`src/rtl/cfg_store_pkg.sv`:
```
package cfg_store_pkg;

   typedef enum logic [2:0] {
      OP_NONE   = 3'd0,
      OP_ERASE  = 3'd1,
      OP_PROG   = 3'd2,
      OP_VERIFY = 3'd3,
      OP_LOCK   = 3'd4,
      OP_SIG_WR = 3'd5,
      OP_SIG_RD = 3'd6,
      OP_RSVD   = 3'd7
   } cfg_op_e;

   typedef struct packed {
      logic accept;
      logic refuse;
      logic erase;
      logic fuse_we;
      logic mode_we;
      logic sig_we;
      logic set_lock;
      logic rd_fuse;
      logic rd_mode;
      logic rd_sig;
   } cfg_ctl_t;

endpackage

```
`src/rtl/cfg_cmd_decode.sv`:
```
module cfg_cmd_decode
   import cfg_store_pkg::*;
#(
   parameter int ROWS      = 8,
   parameter int SIG_WORDS = 2,
   parameter int ADDR_W    = 4
) (
   input  logic              valid,
   input  logic [2:0]        op,
   input  logic [ADDR_W-1:0] addr,
   input  logic              seal,
   input  logic              locked,
   output cfg_ctl_t          ctl
);

   localparam logic [ADDR_W-1:0] MODE_ADDR = ADDR_W'(ROWS);
   localparam logic [ADDR_W-1:0] SIG_LIM   = ADDR_W'(SIG_WORDS);

   logic fuse_hit, mode_hit, sig_hit;

   assign fuse_hit = addr < MODE_ADDR;
   assign mode_hit = addr == MODE_ADDR;
   assign sig_hit  = addr < SIG_LIM;

   always_comb begin
      ctl = '0;
      if (valid) begin
         case (cfg_op_e'(op))
            OP_ERASE: begin
               ctl.accept = 1'b1;
               ctl.erase  = 1'b1;
            end
            OP_PROG: begin
               if (!locked && (fuse_hit || mode_hit)) begin
                  ctl.accept   = 1'b1;
                  ctl.fuse_we  = fuse_hit;
                  ctl.mode_we  = mode_hit;
                  ctl.set_lock = seal;
               end else begin
                  ctl.refuse = 1'b1;
               end
            end
            OP_VERIFY: begin
               if (!locked && (fuse_hit || mode_hit)) begin
                  ctl.accept  = 1'b1;
                  ctl.rd_fuse = fuse_hit;
                  ctl.rd_mode = mode_hit;
               end else begin
                  ctl.refuse = 1'b1;
               end
            end
            OP_LOCK: begin
               ctl.accept   = 1'b1;
               ctl.set_lock = 1'b1;
            end
            OP_SIG_WR: begin
               if (!locked && sig_hit) begin
                  ctl.accept = 1'b1;
                  ctl.sig_we = 1'b1;
               end else begin
                  ctl.refuse = 1'b1;
               end
            end
            OP_SIG_RD: begin
               if (sig_hit) begin
                  ctl.accept = 1'b1;
                  ctl.rd_sig = 1'b1;
               end else begin
                  ctl.refuse = 1'b1;
               end
            end
            default: ctl.refuse = 1'b1;
         endcase
      end
   end

endmodule

```
`src/rtl/cfg_fuse_bank.sv`:
```
module cfg_fuse_bank #(
   parameter int ROWS      = 8,
   parameter int DATA_W    = 16,
   parameter int MODE_BITS = 8,
   parameter int ADDR_W    = 4
) (
   input  logic                   clk,
   input  logic                   rst_n,
   input  logic                   erase,
   input  logic                   fuse_we,
   input  logic                   mode_we,
   input  logic [ADDR_W-1:0]      addr,
   input  logic [DATA_W-1:0]      wdata,
   output logic [ROWS*DATA_W-1:0] fuses,
   output logic [MODE_BITS-1:0]   modes,
   output logic [DATA_W-1:0]      rd_fuse,
   output logic [DATA_W-1:0]      rd_mode
);

   logic [DATA_W-1:0] row_q [ROWS];

   for (genvar g = 0; g < ROWS; g++) begin : g_row
      always_ff @(posedge clk or negedge rst_n) begin
         if (!rst_n)
            row_q[g] <= '1;
         else if (erase)
            row_q[g] <= '1;
         else if (fuse_we && addr == ADDR_W'(g))
            row_q[g] <= row_q[g] & wdata;
      end
      assign fuses[g*DATA_W +: DATA_W] = row_q[g];
   end

   always_ff @(posedge clk or negedge rst_n) begin
      if (!rst_n)
         modes <= '1;
      else if (erase)
         modes <= '1;
      else if (mode_we)
         modes <= modes & wdata[MODE_BITS-1:0];
   end

   always_comb begin
      rd_fuse = '0;
      for (int r = 0; r < ROWS; r++)
         if (addr == ADDR_W'(r)) rd_fuse = rd_fuse | row_q[r];
   end

   if (MODE_BITS == DATA_W) begin : g_mode_full
      assign rd_mode = modes;
   end else begin : g_mode_part
      assign rd_mode = {{(DATA_W-MODE_BITS){1'b0}}, modes};
   end

endmodule

```
`src/rtl/cfg_sig_reg.sv`:
```
module cfg_sig_reg #(
   parameter int SIG_W  = 24,
   parameter int DATA_W = 16,
   parameter int ADDR_W = 4
) (
   input  logic              clk,
   input  logic              rst_n,
   input  logic              erase,
   input  logic              we,
   input  logic [ADDR_W-1:0] addr,
   input  logic [DATA_W-1:0] wdata,
   output logic [DATA_W-1:0] rd_word
);

   localparam int SIG_WORDS = (SIG_W + DATA_W - 1) / DATA_W;

   logic [DATA_W-1:0] word_ext [SIG_WORDS];

   for (genvar g = 0; g < SIG_WORDS; g++) begin : g_word
      localparam int LOW  = g * DATA_W;
      localparam int BITS = (SIG_W - LOW) < DATA_W ? (SIG_W - LOW) : DATA_W;
      logic [BITS-1:0] word_q;

      always_ff @(posedge clk or negedge rst_n) begin
         if (!rst_n)
            word_q <= '0;
         else if (erase)
            word_q <= '0;
         else if (we && addr == ADDR_W'(g))
            word_q <= wdata[BITS-1:0];
      end

      if (BITS == DATA_W) begin : g_full
         assign word_ext[g] = word_q;
      end else begin : g_part
         assign word_ext[g] = {{(DATA_W-BITS){1'b0}}, word_q};
      end
   end

   always_comb begin
      rd_word = '0;
      for (int w = 0; w < SIG_WORDS; w++)
         if (addr == ADDR_W'(w)) rd_word = rd_word | word_ext[w];
   end

endmodule

```
`src/rtl/cfg_store_lock.sv`:
```
module cfg_store_lock
   import cfg_store_pkg::*;
#(
   parameter int ROWS       = 8,
   parameter int DATA_W     = 16,
   parameter int MACROCELLS = 4,
   parameter int MODE_W     = 2,
   parameter int SIG_W      = 24,
   parameter int ADDR_W     = 4
) (
   input  logic                         clk,
   input  logic                         rst_n,
   input  logic                         cmd_valid,
   input  logic [2:0]                   cmd_op,
   input  logic [ADDR_W-1:0]            cmd_addr,
   input  logic [DATA_W-1:0]            cmd_wdata,
   input  logic                         cmd_seal,
   output logic                         rsp_done,
   output logic                         rsp_err,
   output logic [DATA_W-1:0]            rsp_rdata,
   output logic                         sec_locked,
   output logic [ROWS*DATA_W-1:0]       cfg_fuses,
   output logic [MACROCELLS*MODE_W-1:0] cfg_modes
);

   localparam int MODE_BITS = MACROCELLS * MODE_W;
   localparam int SIG_WORDS = (SIG_W + DATA_W - 1) / DATA_W;

   initial begin
      assert (SIG_W == 24 || SIG_W == 64)
         else $error("cfg_store_lock: SIG_W must be 24 or 64");
      assert (MODE_BITS >= 1 && MODE_BITS <= DATA_W)
         else $error("cfg_store_lock: mode word must fit one data word");
      assert ((1 << ADDR_W) > ROWS + 1 && (1 << ADDR_W) > SIG_WORDS)
         else $error("cfg_store_lock: ADDR_W too narrow");
   end

   cfg_ctl_t          ctl;
   logic [DATA_W-1:0] fuse_rd, mode_rd, sig_rd;
   logic [DATA_W-1:0] rdata_d;

   cfg_cmd_decode #(
      .ROWS(ROWS), .SIG_WORDS(SIG_WORDS), .ADDR_W(ADDR_W)
   ) u_dec (
      .valid(cmd_valid), .op(cmd_op), .addr(cmd_addr),
      .seal(cmd_seal), .locked(sec_locked), .ctl(ctl)
   );

   cfg_fuse_bank #(
      .ROWS(ROWS), .DATA_W(DATA_W), .MODE_BITS(MODE_BITS), .ADDR_W(ADDR_W)
   ) u_bank (
      .clk(clk), .rst_n(rst_n), .erase(ctl.erase),
      .fuse_we(ctl.fuse_we), .mode_we(ctl.mode_we),
      .addr(cmd_addr), .wdata(cmd_wdata),
      .fuses(cfg_fuses), .modes(cfg_modes),
      .rd_fuse(fuse_rd), .rd_mode(mode_rd)
   );

   cfg_sig_reg #(
      .SIG_W(SIG_W), .DATA_W(DATA_W), .ADDR_W(ADDR_W)
   ) u_sig (
      .clk(clk), .rst_n(rst_n), .erase(ctl.erase), .we(ctl.sig_we),
      .addr(cmd_addr), .wdata(cmd_wdata), .rd_word(sig_rd)
   );

   always_comb begin
      rdata_d = '0;
      if (ctl.rd_fuse)      rdata_d = fuse_rd;
      else if (ctl.rd_mode) rdata_d = mode_rd;
      else if (ctl.rd_sig)  rdata_d = sig_rd;
   end

   always_ff @(posedge clk or negedge rst_n) begin
      if (!rst_n) begin
         sec_locked <= 1'b0;
         rsp_done   <= 1'b0;
         rsp_err    <= 1'b0;
         rsp_rdata  <= '0;
      end else begin
         if (ctl.erase)         sec_locked <= 1'b0;
         else if (ctl.set_lock) sec_locked <= 1'b1;
         rsp_done  <= ctl.accept;
         rsp_err   <= ctl.refuse;
         rsp_rdata <= rdata_d;
      end
   end

endmodule

```
`config.mk`:
```
export PLATFORM = sky130hd
export DESIGN_NAME = cfg_store_lock
export DESIGN_NICKNAME = d
export VERILOG_FILES = /design/src/rtl/cfg_store_pkg.sv /design/src/rtl/cfg_cmd_decode.sv /design/src/rtl/cfg_fuse_bank.sv /design/src/rtl/cfg_sig_reg.sv /design/src/rtl/cfg_store_lock.sv
export SDC_FILE = /design/constraint.sdc
export NUM_CORES = 1
export LEC_CHECK = 0
export ABC_AREA = 1
export BUFFER_PORTS_ARGS = -buffer_cell sky130_fd_sc_hd__buf_2
export CORE_MARGIN = 2
export CORE_UTILIZATION = 55
export CTS_CLUSTER_SIZE = 40
export DETAILED_ROUTE_END_ITERATION = 12
export GPL_TIMING_DRIVEN = 0
export PLACE_DENSITY = 0.79
export SKIP_LAST_GASP = 1
export SLEW_MARGIN = 10
export SYNTH_ARGS = -nofsm -noshare
export SYNTH_HDL_FRONTEND = slang
export SYNTH_SLANG_ARGS = --single-unit
```
`constraint.sdc`:
```
create_clock -name clk -period 1.6 [get_ports clk]
set_input_delay 0.08 -clock clk [delete_from_list [all_inputs] [get_ports clk]]
set_output_delay 0.08 -clock clk [all_outputs]
set_load 0.02 [all_outputs]
```
* Word level (Yosys, flattened, before mapping)
Cells that the tools add are included.
Word-level totals: register bits after elaboration 179, bits of input ports 27, word-level logic and storage cells 131
Operators by class: $lt $le $gt $ge 2, equal/unequal tests 14, muxes and demuxes 54, bitwise operators 17, reductions and logical operators 29
Operators with widths (number):
- $mux W16 | 31
- $and A16 B16 Y16 | 8
- $or A16 B16 Y16 | 7
- $mux W8 | 4
- $reduce_bool A2 Y1 | 12
- $eq A4 B3 Y1 const B | 4
- $or A16 B8 Y16 | 1
- $logic_and A1 B1 Y1 | 12
- $mux W1 | 12
- $mux W10 | 1
- $eq A3 B3 Y1 const B | 3
- $and A8 B8 Y8 | 1
- $eq A4 B2 Y1 const B | 2
- $pmux W1 S4 | 2
- $eq A3 B2 Y1 const B | 2
- $mux W2 | 3
- $eq A4 B1 Y1 const B | 1
- $eq A4 B4 Y1 const B | 1
- $logic_not A4 Y1 | 1
- $lt A4 B2 Y1 const B | 1
- $lt A4 B4 Y1 const B | 1
- $reduce_or A2 Y1 | 2
- $eq A3 B1 Y1 const B | 1
- $pmux W1 S2 | 1
- 2 further kinds | 2

* Depth between registers and ports, before layout
Gate-level depths: netlist (run 1).
depth in word-level cells 17, gate-level depth with buffers 11, mapped depth without buffers 10

* Modules after synthesis
From an unflattened synthesis (run 1), not the netlist that was laid out.
Unflattened totals: cells, all modules 1261, area, all modules 9316.4 sq um
Modules (own cells, without submodules):
- cfg_fuse_bank | instances 1, cells an instance 891, area each 6826.5 sq um, seq. area each 3573.4 sq um
- cfg_sig_reg | instances 1, cells an instance 185, area each 1330.0 sq um, seq. area each 600.6 sq um
- cfg_store_lock | instances 1, cells an instance 142, area each 970.9 sq um, seq. area each 475.5 sq um
- cfg_cmd_decode | instances 1, cells an instance 43, area each 188.9 sq um, seq. area each 0.0 sq um

* Worst setup path before layout (run 1)
No wires, ideal clock.
kind flip-flop to flip-flop, start register sec_locked, end register u_bank.row_q (netlist bit u_bank.fuses[88]), setup time 0.081 ns, data arrival time 1.485 ns, setup slack 0.034 ns, stages on the path, launching flop included 8, buffers on the path 1, clock period less this slack 1.566 ns, cell sequence dfrtp_1 inv_1 nand2_1 nor3_4 nand2_1 clkbuf_1 o21ai_0 nand2_1
On the way: word-level cells in the longest chain between the ends 7
Ends and longest elaborated chain:
- start: declaration | line cfg_store_lock.sv:21 | output logic sec_locked,
- start signal: assignment | line cfg_store_lock.sv:75 | sec_locked <= 1'b0;
- start signal: assignment | line cfg_store_lock.sv:80 | if (ctl.erase) sec_locked <= 1'b0;
- start signal: assignment | line cfg_store_lock.sv:81 | else if (ctl.set_lock) sec_locked <= 1'b1;
- $logic_not A1 Y1 | line cfg_cmd_decode.sv:34 | if (!locked && (fuse_hit || mode_hit)) begin
- $logic_and A1 B1 Y1 | line cfg_cmd_decode.sv:34
- $mux W2 | line cfg_cmd_decode.sv:34
- $mux W2 | line cfg_cmd_decode.sv:28 | case (cfg_op_e'(op))
- $mux W10 | line cfg_cmd_decode.sv:27 | if (valid) begin
- $logic_and A1 B1 Y1 | line cfg_fuse_bank.sv:28 | else if (fuse_we && addr == ADDR_W'(g))
- $reduce_bool A2 Y1 (no line)
- end signal: indexed assignment | line cfg_fuse_bank.sv:29 | row_q[g] <= row_q[g] & wdata;
- end: declaration | line cfg_fuse_bank.sv:20 | logic [DATA_W-1:0] row_q [ROWS];
No other way between the ends. A chain may end at the register's enable or synchronous reset.

* Final worst setup path (run 1)
start register sec_locked, end register u_bank.row_q (netlist bit u_bank.fuses[71])
The elaborated chain is that of the path after synthesis.

==> results of run 1 <==
==> cells in the mapped netlist (8+ instances only) <==
library cell and n:
inv_1 74, clkbuf_1 23, buf_1 10, dfstp_2 136, nand3_1 83, nor2_1 80, o21ai_1 10, nand4_1 9
o21ai_0 155, buf_2 21, nand2_1 351, dfrtp_1 43, nand3b_1 8
==> power breakdown <==
| group | internal (mW) | switching [mW] |
|---|---|---|
| combinational | 0.390 | 0.997 |
| sequential | 4.95 | 0.216 |
| clock | 2.45 | 1.80 |
| total | 7.79 | 3.02 |
==> area by class of cell <==
type / count / area, sq um / share of cell area, %
plain buffers: 54 / 305 / 2.97
clock buffers: 18 / 429 / 4.18
clock inverters: 14 / 161 / 1.57
inverters: 80 / 300 / 2.92
multi-input cells: 712 / 3180 / 31.0
flip-flops and latches: 179 / 4650 / 45.3
well taps: 184 / 230 / 2.24
repair buffers: 184 / 1010 / 9.81
==> stage by stage <==
stage	util, %	TNS, ns	setup WS, ns	instance area, sq um	std cells
6_report	70.1	0	0.0187	10300	1425
5_1_grt	70.1	-1.01	-0.0675	10300	1425
4_1_cts	69.6	-0.134	-0.0276	10200	1426
3_5_place_dp	64.3	-33.21	-0.350	9410	1383
3_3_place_gp	64.0	-287.61	-2.21	9370	1382
2_1_floorplan	-	0	0.0338	8280	1026
==> cell families after synthesis <==
logic type | count (synthesis) | synth area share, %
simple gates | 545 | 27.3
flops | 179 | 56.1
compound gates | 167 | 10.1
buf+inv | 135 | 6.45
==> registers in the layout, indices dropped and copies added, names as in the netlist <==
| name | count |
|---|---|
| u_bank.modes | 8 |
| u_sig.g_word.word_q | 24 |
| rsp_done | 1 |
| u_bank.fuses | 128 |
| sec_locked | 1 |
| rsp_rdata | 16 |
| rsp_err | 1 |
==> worst min-delay path, cell delays in order <==
cell and delay (ns):
buf_2 0.17, nand3_1 0.10, nand2_1 0.05
==> layer usage <==
layer  vias up  global-route usage (%)  part of all wire [%]
li1       3683                       -                     -
met1      3808                    46.8                    41
met2       509                    53.7                    47
met3        78                    7.93                   9.6
met4         0                    12.3                   2.9
met5         -                       0                     0
==> final timing paths <==
path                                   from                          to  slack [ns]  depth (start not counted)
max                              sec_locked            u_bank.fuses[71]        0.02                          8
min                           cmd_wdata[15]  u_sig.g_word[0].word_q[15]        0.01                          3
max reg2reg                      sec_locked            u_bank.fuses[71]        0.02                          8
min reg2reg                u_bank.fuses[90]            u_bank.fuses[90]        0.48                          2
max in group asynchronous             rst_n            u_bank.fuses[88]        0.45                          3
min in group asynchronous             rst_n                rsp_rdata[4]        0.28                          2
==> timing repair <==
item	4_1_cts	5_1_grt
gates cloned	1	0
buffers inserted	4	0
pin swaps	3	0
hold buffers	6	0
hold endpoints to repair	38	0
endpoints found under the setup margin	131	94
resized for setup	34	72
==> flow_summary.json, run 1 <==
{
  "rsz0062_at_grt": "yes",
  "syn_area_per_cell_sq_um": 8.07,
  "clk_pin_slew_ns": 0.07,
  "worstSetupStartpointType": "flip-flop",
  "numCtsBuffers": 17,
  "rows": 44,
  "tritoncts": "built",
  "cts_root_buf": "clkbuf_16",
  "async_reset_ff_share_pct": 100,
  "crit_type": "reg -> reg",
  "antenna_left": 0,
  "dieArea_sq_um": 16100,
  "synth_top_area_share_pct": 43.2,
  "ir_drop_v": 0.000701,
  "io_pins": 182,
  "fin_crit_ns": 1.58,
  "hpwlAfterDp_microns": 19400,
  "area_growth_pct": 24.0,
  "grt_pass1_wl_microns": 41500,
  "start_util_pct": 56.5,
  "gp_routability_congestion": 0.982,
  "min_period_over_period_pct": 98.8,
  "worst-path-buf-inv": 3,
  "p_per_area_nw_per_um2": 1050,
  "routed_via_density": 5.67,
  "postSynthCellCount": 1026,
  "grt_max_degree": 102,
  "drv_cap": 0,
  "crit_family": "simple AND/OR/NAND/NOR gates",
  "htreeDepth": 4,
  "synth_area_leaders": "dfstp_2 43%, nand2_1 16%, dfrtp_1 13%",
  "grt-ovfl-total": 0,
  "clock-sinks": 179,
  "ys_seq_area_share_pct": 56.1,
  "ys_ff_latch": 179,
  "layout_commonest_cell": "nand2_1",
  "min-delay-path-class": "in -> reg",
  "max-clock-path-buffers": 2,
  "syn-num-nets": 1053,
  "crit_required_ns": 1.96,
  "maxSlewViolCount": 0,
  "drive_gt1_share_pct": 32.8,
  "cp.arrival_ns": 1.94,
  "clkLatencyLatePin_ns": 0.44,
  "yosysWarnings": 0,
  "cp_max_fo": 8,
  "antenna-diode-count": 0,
  "crit_path_end_kind": "flip-flop",
  "finalClockSkew_ns": 0.0100,
  "wl_microns": 27100,
  "die_w_microns": 127,
  "fp.coreArea_sq_um": 14600,
  "syn-cell-area_sq_um": 8280,
  "yosys.cell_types.count": 27,
  "mostFrequentLayoutCells": "342 x nand2_1, 191 x buf_2, 136 x dfstp_2",
  "max_stage_delay_ns": 0.42,
  "drc": 0,
  "slew_headroom_pct": 51.2,
  "synth_area_leader_cell": "dfstp_2",
  "tightest_slew_ns": 0.731,
  "final-setup-viol-count": 0,
  "status": "complete, no violations",
  "synth-edff-count": 0,
  "wl_per_cell_microns": 19.0,
  "port_buffers": 172,
  "cp_common_cell": "buf_8",
  "cellLeakagePower_nw": 4.98,
  "cp_cell_sequence": "inv_2 -> nand2_2 -> nor3_4 -> buf_8 -> nand2_4 -> buf_8 -> o21ai_0 -> nand2_1",
  "firstDrtPassIters": 5,
  "nFillCells": 1165,
  "timing.fmax_ghz": 0.632,
  "antenna_found_initial": 0,
  "hold_slack_ns": 0.0142,
  "slowest_stage": "dfrtp_1",
  "synth-main-ff-cell": "dfstp_2",
  "nets": 1255,
  "power_mw": 10.8,
  "track_usage_pct": 34.1,
  "die_h_microns": 127,
  "vias": 8078,
  "hold_viol_final": 0,
  "grt_pass1_vias": 7525,
  "drt_iter0_drc": 1054
}
(Power assumes the default switching activity.)
==> run 2, diff against run 1 <==
--- a/config.mk
+++ b/config.mk
@@ -7,12 +7,12 @@
 export LEC_CHECK = 0
 export ABC_AREA = 1
 export BUFFER_PORTS_ARGS = -buffer_cell sky130_fd_sc_hd__buf_2
-export CORE_MARGIN = 2
 export CORE_UTILIZATION = 55
 export CTS_CLUSTER_SIZE = 40
 export DETAILED_ROUTE_END_ITERATION = 12
 export GPL_TIMING_DRIVEN = 0
-export PLACE_DENSITY = 0.79
+export PLACE_DENSITY = 0.81
+export RECOVER_POWER = 50
 export SKIP_LAST_GASP = 1
 export SLEW_MARGIN = 10
 export SYNTH_ARGS = -nofsm -noshare
==> run 2 against run 1 <==
Net effect:
- utilization decreased by 0.14 points
- flip-flop and latch count unchanged
- register-to-register slack is essentially flat
- final cell count is 0.28% higher
- combinational power is essentially flat
==> flow_summary.json, run 2 (synthesis results as in run 1) <==
{
  "status": "complete, no violations",
  "drc": 0,
  "largest_reg_flops": 128,
  "clkPwrFrac_pct": 39.9,
  "start_util_pct": 56.8,
  "tritoncts": "built",
  "grt_pass1_vias": 7642,
  "finalInstanceArea_sq_um": 10200,
  "p_sw_share_pct": 27.3,
  "slew_headroom_pct": 36.5,
  "gp_routability_congestion": 0.976,
  "grt-ovfl-total": 0,
  "die_w_microns": 125,
  "grt_max_degree": 110,
  "cts_root_buf": "clkbuf_16",
  "combinationalPowerShare_pct": 12.5,
  "min_period_over_period_pct": 98.2,
  "layout_setup_ws_ns": 0.0284,
  "hpwlAfterDp_microns": 19200,
  "m1WireLength_microns": 10500,
  "timing.fmax_ghz": 0.636,
  "vias": 8177,
  "tightest_slew_ns": 0.953,
  "top_layer_used": "met4",
  "drive_gt1_share_pct": 27.6,
  "finalClockSkew_ns": 0.0109,
  "clock-sinks": 179,
  "dpl-instance-area_sq_um": 9410,
  "pwr-share-seq_pct": 47.6,
  "final-setup-viol-count": 0,
  "min_path_cells": 3,
  "max-clock-path-buffers": 2,
  "fin_tns_setup_ns": 0,
  "p_per_area_nw_per_um2": 1060,
  "hold_viol_final": 0,
  "routed_via_density": 5.72,
  "ir_drop_v": 0.000821,
  "worstSetupStartpointType": "flip-flop",
  "wl_microns": 27100,
  "grt_pass1_wl_microns": 41700,
  "antenna_found_initial": 0,
  "instances_no_fill": 1429,
  "wl_met2_microns": 12500,
  "htreeDepth": 4,
  "slowest_stage": "dfrtp_1",
  "layout_commonest_cell": "nand2_1",
  "track_usage_pct": 35.4,
  "die_h_microns": 125,
  "io_pins": 182,
  "clkLatencyLatePin_ns": 0.45,
  "cellLeakagePower_nw": 4.78,
  "cp_cell_sequence": "inv_2 -> nand2_2 -> nor3_4 -> buf_12 -> nand2_2 -> clkbuf_8 -> o21ai_0 -> nand2_1",
  "switchingPower_mw": 2.97,
  "max_stage_delay_ns": 0.42,
  "min-delay-path-class": "in -> reg",
  "dp_cells": 1383,
  "drt_iter0_drc": 972,
  "port_buffers": 172,
  "numCtsBuffers": 17,
  "rsz0062_at_grt": "yes",
  "reg2reg_slack_ns": 0.03,
  "rows": 44,
  "antenna_left": 0,
  "fp.coreArea_sq_um": 14600,
  "drv_cap": 0,
  "post-place-ws_ns": -0.345,
  "area_growth_pct": 23.3,
  "crit_type": "reg -> reg",
  "nets": 1259,
  "power_mw": 10.9,
  "clk_pin_slew_ns": 0.06,
  "cp.arrival_ns": 1.93,
  "wl_per_cell_microns": 18.9,
  "cp_common_cell": "nand2_2",
  "cp_max_fo": 10,
  "maxSlewViolCount": 0,
  "dr_wl_met3_microns": 3000,
  "crit_required_ns": 1.96,
  "mostFrequentLayoutCells": "341 x nand2_1, 136 x dfstp_2, 133 x buf_2",
  "cell_internal_pwr_mw": 7.90,
  "fin_crit_ns": 1.57,
  "dieArea_sq_um": 15600,
  "crit_path_end_kind": "flip-flop",
  "antenna-diode-count": 0,
  "firstDrtPassIters": 7,
  "r2r.worst_path.cells": 8
}
-- run 2: cell count changes in the layout (fill, tap and decap cells not counted), sizes merged --
| cell | before | now |
|---|---|---|
| inv | 81 | 79 |
| dlygate4sd3 | 6 | 10 |
| bufinv | 3 | 2 |
| clkinv | 8 | 3 |
| clkbuf | 34 | 104 |
| buf | 216 | 154 |
-- run 2: repair_timing --
item / 4_1_cts / 5_1_grt
resized for setup: 37 / 46
cloned: 1 / 0
setup buffers: 3 / 0
hold buffers: 10 / 0
pin swaps: 3 / 1
endpoints found under the setup margin: 152 / 91
endpoints found under the hold margin: 79 / 0
-- run 2: final timing paths --
path                                   from                to
max in group asynchronous             rst_n  u_bank.fuses[74]
max reg2reg                      sec_locked  u_bank.fuses[27]
max                              sec_locked  u_bank.fuses[27]
min in group asynchronous             rst_n      rsp_rdata[1]
min reg2reg                u_bank.fuses[68]  u_bank.fuses[68]
min                               cmd_op[1]          rsp_done
-- run 2: metal layers --
| metal | track usage, % | vias to the layer above |
|---|---|---|
| met5 | 0 | - |
| met4 | 15.9 | 0 |
| met3 | 8.89 | 95 |
| met2 | 55.0 | 538 |
| met1 | 46.7 | 3857 |
| li1 | - | 3687 |
-- run 2: worst max-delay path: cells and delay by family, from the launching register on --
kind            cells  cell delay [ns]
simple gates        4             0.46
buf+inv             3             0.45
compound gates      1             0.16
flops               1             0.42
-- run 2: cell type report --
cell class / count / area, sq um
clock buffer: 26 / 523
tap: 184 / 230
inverter: 80 / 300
sequential: 179 / 4650
timing repair buffer: 187 / 955
clock inverter: 6 / 88.8
fill: 1165 / 4380
multi-input combinational: 712 / 3140
buffer: 55 / 318
-- run 2: per-stage QoR --
| step | hold WS (ns) | util (%) |
|---|---|---|
| floorplan | -0.216 | - |
| global route | 0.102 | 70.0 |
| global placement | 0.388 | 64.2 |
| detailed placement | 0.0598 | 64.5 |
| CTS | 0.0652 | 70.4 |
| finish | 0.0853 | 70.0 |
-- run 2: power by group through the flow --
| stage | clock, mW | combinational [mW] | sequential (mW) |
|---|---|---|---|
| finish | 4.34 | 1.36 | 5.17 |
| global route | 4.54 | 1.47 | 5.20 |
| CTS | 4.33 | 1.36 | 5.15 |
| detailed placement | 0 | 1.32 | 5.22 |
| global placement | 0 | 1.28 | 5.22 |
| floorplan | 0 | 0.446 | 5.48 |
==> run 3, diff against run 2 <==
--- a/config.mk
+++ b/config.mk
@@ -7,6 +7,7 @@
 export LEC_CHECK = 0
 export ABC_AREA = 1
 export BUFFER_PORTS_ARGS = -buffer_cell sky130_fd_sc_hd__buf_2
+export CORE_ASPECT_RATIO = 0.75
 export CORE_UTILIZATION = 55
 export CTS_CLUSTER_SIZE = 40
 export DETAILED_ROUTE_END_ITERATION = 12
==> run 3 against run 2 <==
Net effect:
- the flow now finishes with violations (negative setup slack)
- non-clock buffer count decreased by 2
- first-iteration DRC count is 28% higher
- highest routed layer unchanged
- cell area grew 2.3%
- sequential power hardly changed
- worst setup slack worse by 0.084 ns
- combinational power hardly changed
- sequential share of layout area is 1.0 points lower
- total power is 0.86% lower
- via count grew 4.0%
- critical path depth rose by 3
- register-to-register slack worse by 0.06 ns
- hold slack got worse by 0.047 ns
==> flow_summary.json, run 3 (synthesis results as in run 1) <==
{
  "drc": 0,
  "routed_via_density": 5.89,
  "numCtsBuffers": 17,
  "timing.fmax_ghz": 0.604,
  "status": "finished with violations",
  "largest_reg_flops": 128,
  "hold_viol_final": 0,
  "drv_cap": 0,
  "utilization_pct": 71.5,
  "grt_pass1_vias": 7680,
  "crit_path_end_kind": "flip-flop",
  "clock-sinks": 179,
  "dpl-instance-area_sq_um": 9430,
  "die_h_microns": 108,
  "wl_per_cell_microns": 20.1,
  "port_buffers": 172,
  "tritoncts": "built",
  "cp_max_fo": 10,
  "antenna_left": 0,
  "drive_gt1_share_pct": 27.9,
  "min-delay-path-class": "in -> reg",
  "max-clock-path-buffers": 2,
  "htreeDepth": 4,
  "maxSlewViolCount": 0,
  "cts_root_buf": "clkbuf_16",
  "layout_commonest_cell": "nand2_1",
  "rows": 38,
  "worstSetupStartpointType": "input pin",
  "track_usage_pct": 37.2,
  "firstDrtPassIters": 7,
  "grt-ovfl-total": 0,
  "dieArea_sq_um": 15600,
  "hpwlAfterDp_microns": 19700,
  "p_per_area_nw_per_um2": 1030,
  "gp_routability_congestion": 0.994,
  "ir_drop_v": 0.000821,
  "tightest_slew_ns": 0.705,
  "start_util_pct": 56.7,
  "fin_tns_setup_ns": -0.142,
  "drt_iter0_drc": 1244,
  "vias": 8500,
  "crit_required_ns": 1.97,
  "nFillCells": 1172,
  "fin_crit_ns": 1.66,
  "antenna-diode-count": 0,
  "mostFrequentLayoutCells": "340 x nand2_1, 136 x dfstp_2, 124 x clkbuf_1",
  "clk_pin_slew_ns": 0.06,
  "cellLeakagePower_nw": 4.89,
  "crit_type": "in -> reg",
  "wl_microns": 29000,
  "nets": 1257,
  "antenna_found_initial": 0,
  "die_w_microns": 144,
  "finalClockSkew_ns": 0.0113,
  "rsz0062_at_grt": "yes",
  "area_growth_pct": 26.1,
  "grt_pass1_wl_microns": 41900,
  "layout_setup_ws_ns": -0.0561,
  "min_period_over_period_pct": 104,
  "io_pins": 182,
  "slew_headroom_pct": 53.0,
  "finalInstanceArea_sq_um": 10400,
  "fp.coreArea_sq_um": 14600,
  "cp.arrival_ns": 2.03,
  "clkLatencyLatePin_ns": 0.44,
  "final-setup-viol-count": 6,
  "violations": "negative setup slack",
  "grt_max_degree": 91
}
-- run 3: cell count changes in the layout (fill, tap and decap cells not counted), sizes merged --
cell / delta
buf: -43
clkinv: +2
clkbuf: +45
dlygate4sd3: -7
-- run 3: metal layers --
| layer | track usage (%) | wire length [microns] | vias up |
|---|---|---|---|
| li1 | - | - | 3695 |
| met1 | 51.0 | 11200 | 3944 |
| met2 | 55.3 | 12500 | 732 |
| met3 | 10.7 | 4030 | 129 |
| met4 | 16.3 | 1310 | 0 |
| met5 | 0 | 0 | - |
-- run 3: cell type report --
cell class	instances	area, sq um	area share, %
Sequential cell	179	4650	44.5
Multi-Input combinational cell	712	3390	32.5
Timing Repair Buffer	185	925	8.86
Clock buffer	23	479	4.59
Buffer	55	342	3.27
Inverter	80	302	2.89
Tap cell	200	250	2.40
Clock inverter	8	103	0.983
-- run 3: what timing repair did --
| item | CTS | global route |
|---|---|---|
| endpoints found under the hold margin | 28 | 0 |
| hold buffers | 3 | 0 |
| buffers inserted | 5 | 0 |
| pin swaps | 3 | 4 |
| endpoints found under the setup margin | 164 | 111 |
| gates resized for setup | 38 | 167 |
| cloned | 1 | 3 |
-- run 3: worst max-delay path, stage by stage --
cell and delay [ns]:
buf_2 0.14, nor2_1 0.45, nand2_2 0.27, inv_2 0.27, buf_2 0.32, nand2_1 0.11
nand2_1 0.10, inv_1 0.04, nand3_1 0.11, nand2_1 0.09, inv_1 0.06
-- run 3: report_power, final --
group / switching (mW) / total (mW) / internal, mW
combinational: 1.04 / 1.39 / 0.357
sequential: 0.245 / 5.20 / 4.95
clock: 1.76 / 4.19 / 2.43
-- run 3: path summary, 6_finish.rpt --
kind	startpoint	slack, ns	cells past startpoint	to
worst max-delay path	cmd_addr[1]	-0.06	11	rsp_rdata[15]
worst min-delay path	cmd_wdata[8]	0.04	3	u_bank.fuses[120]
worst max register to register	sec_locked	-0.03	8	u_bank.fuses[77]
worst min register to register	u_bank.fuses[126]	0.47	2	u_bank.fuses[126]
max in group asynchronous	rst_n	0.19	3	u_bank.fuses[46]
min in group asynchronous	rst_n	0.23	2	rsp_err
-- run 3: metrics by stage --
stage	std cells	hold slack (ns)	setup slack [ns]	total power, mW
2_1_floorplan	1026	-0.216	0.0338	5.93
3_3_place_gp	1398	0.392	-2.16	6.50
3_5_place_dp	1399	0.125	-0.457	6.54
4_1_cts	1439	0.000994	-0.0216	10.7
5_1_grt	1442	0.0408	-0.0724	11.1
6_report	1442	0.0380	-0.0561	10.8
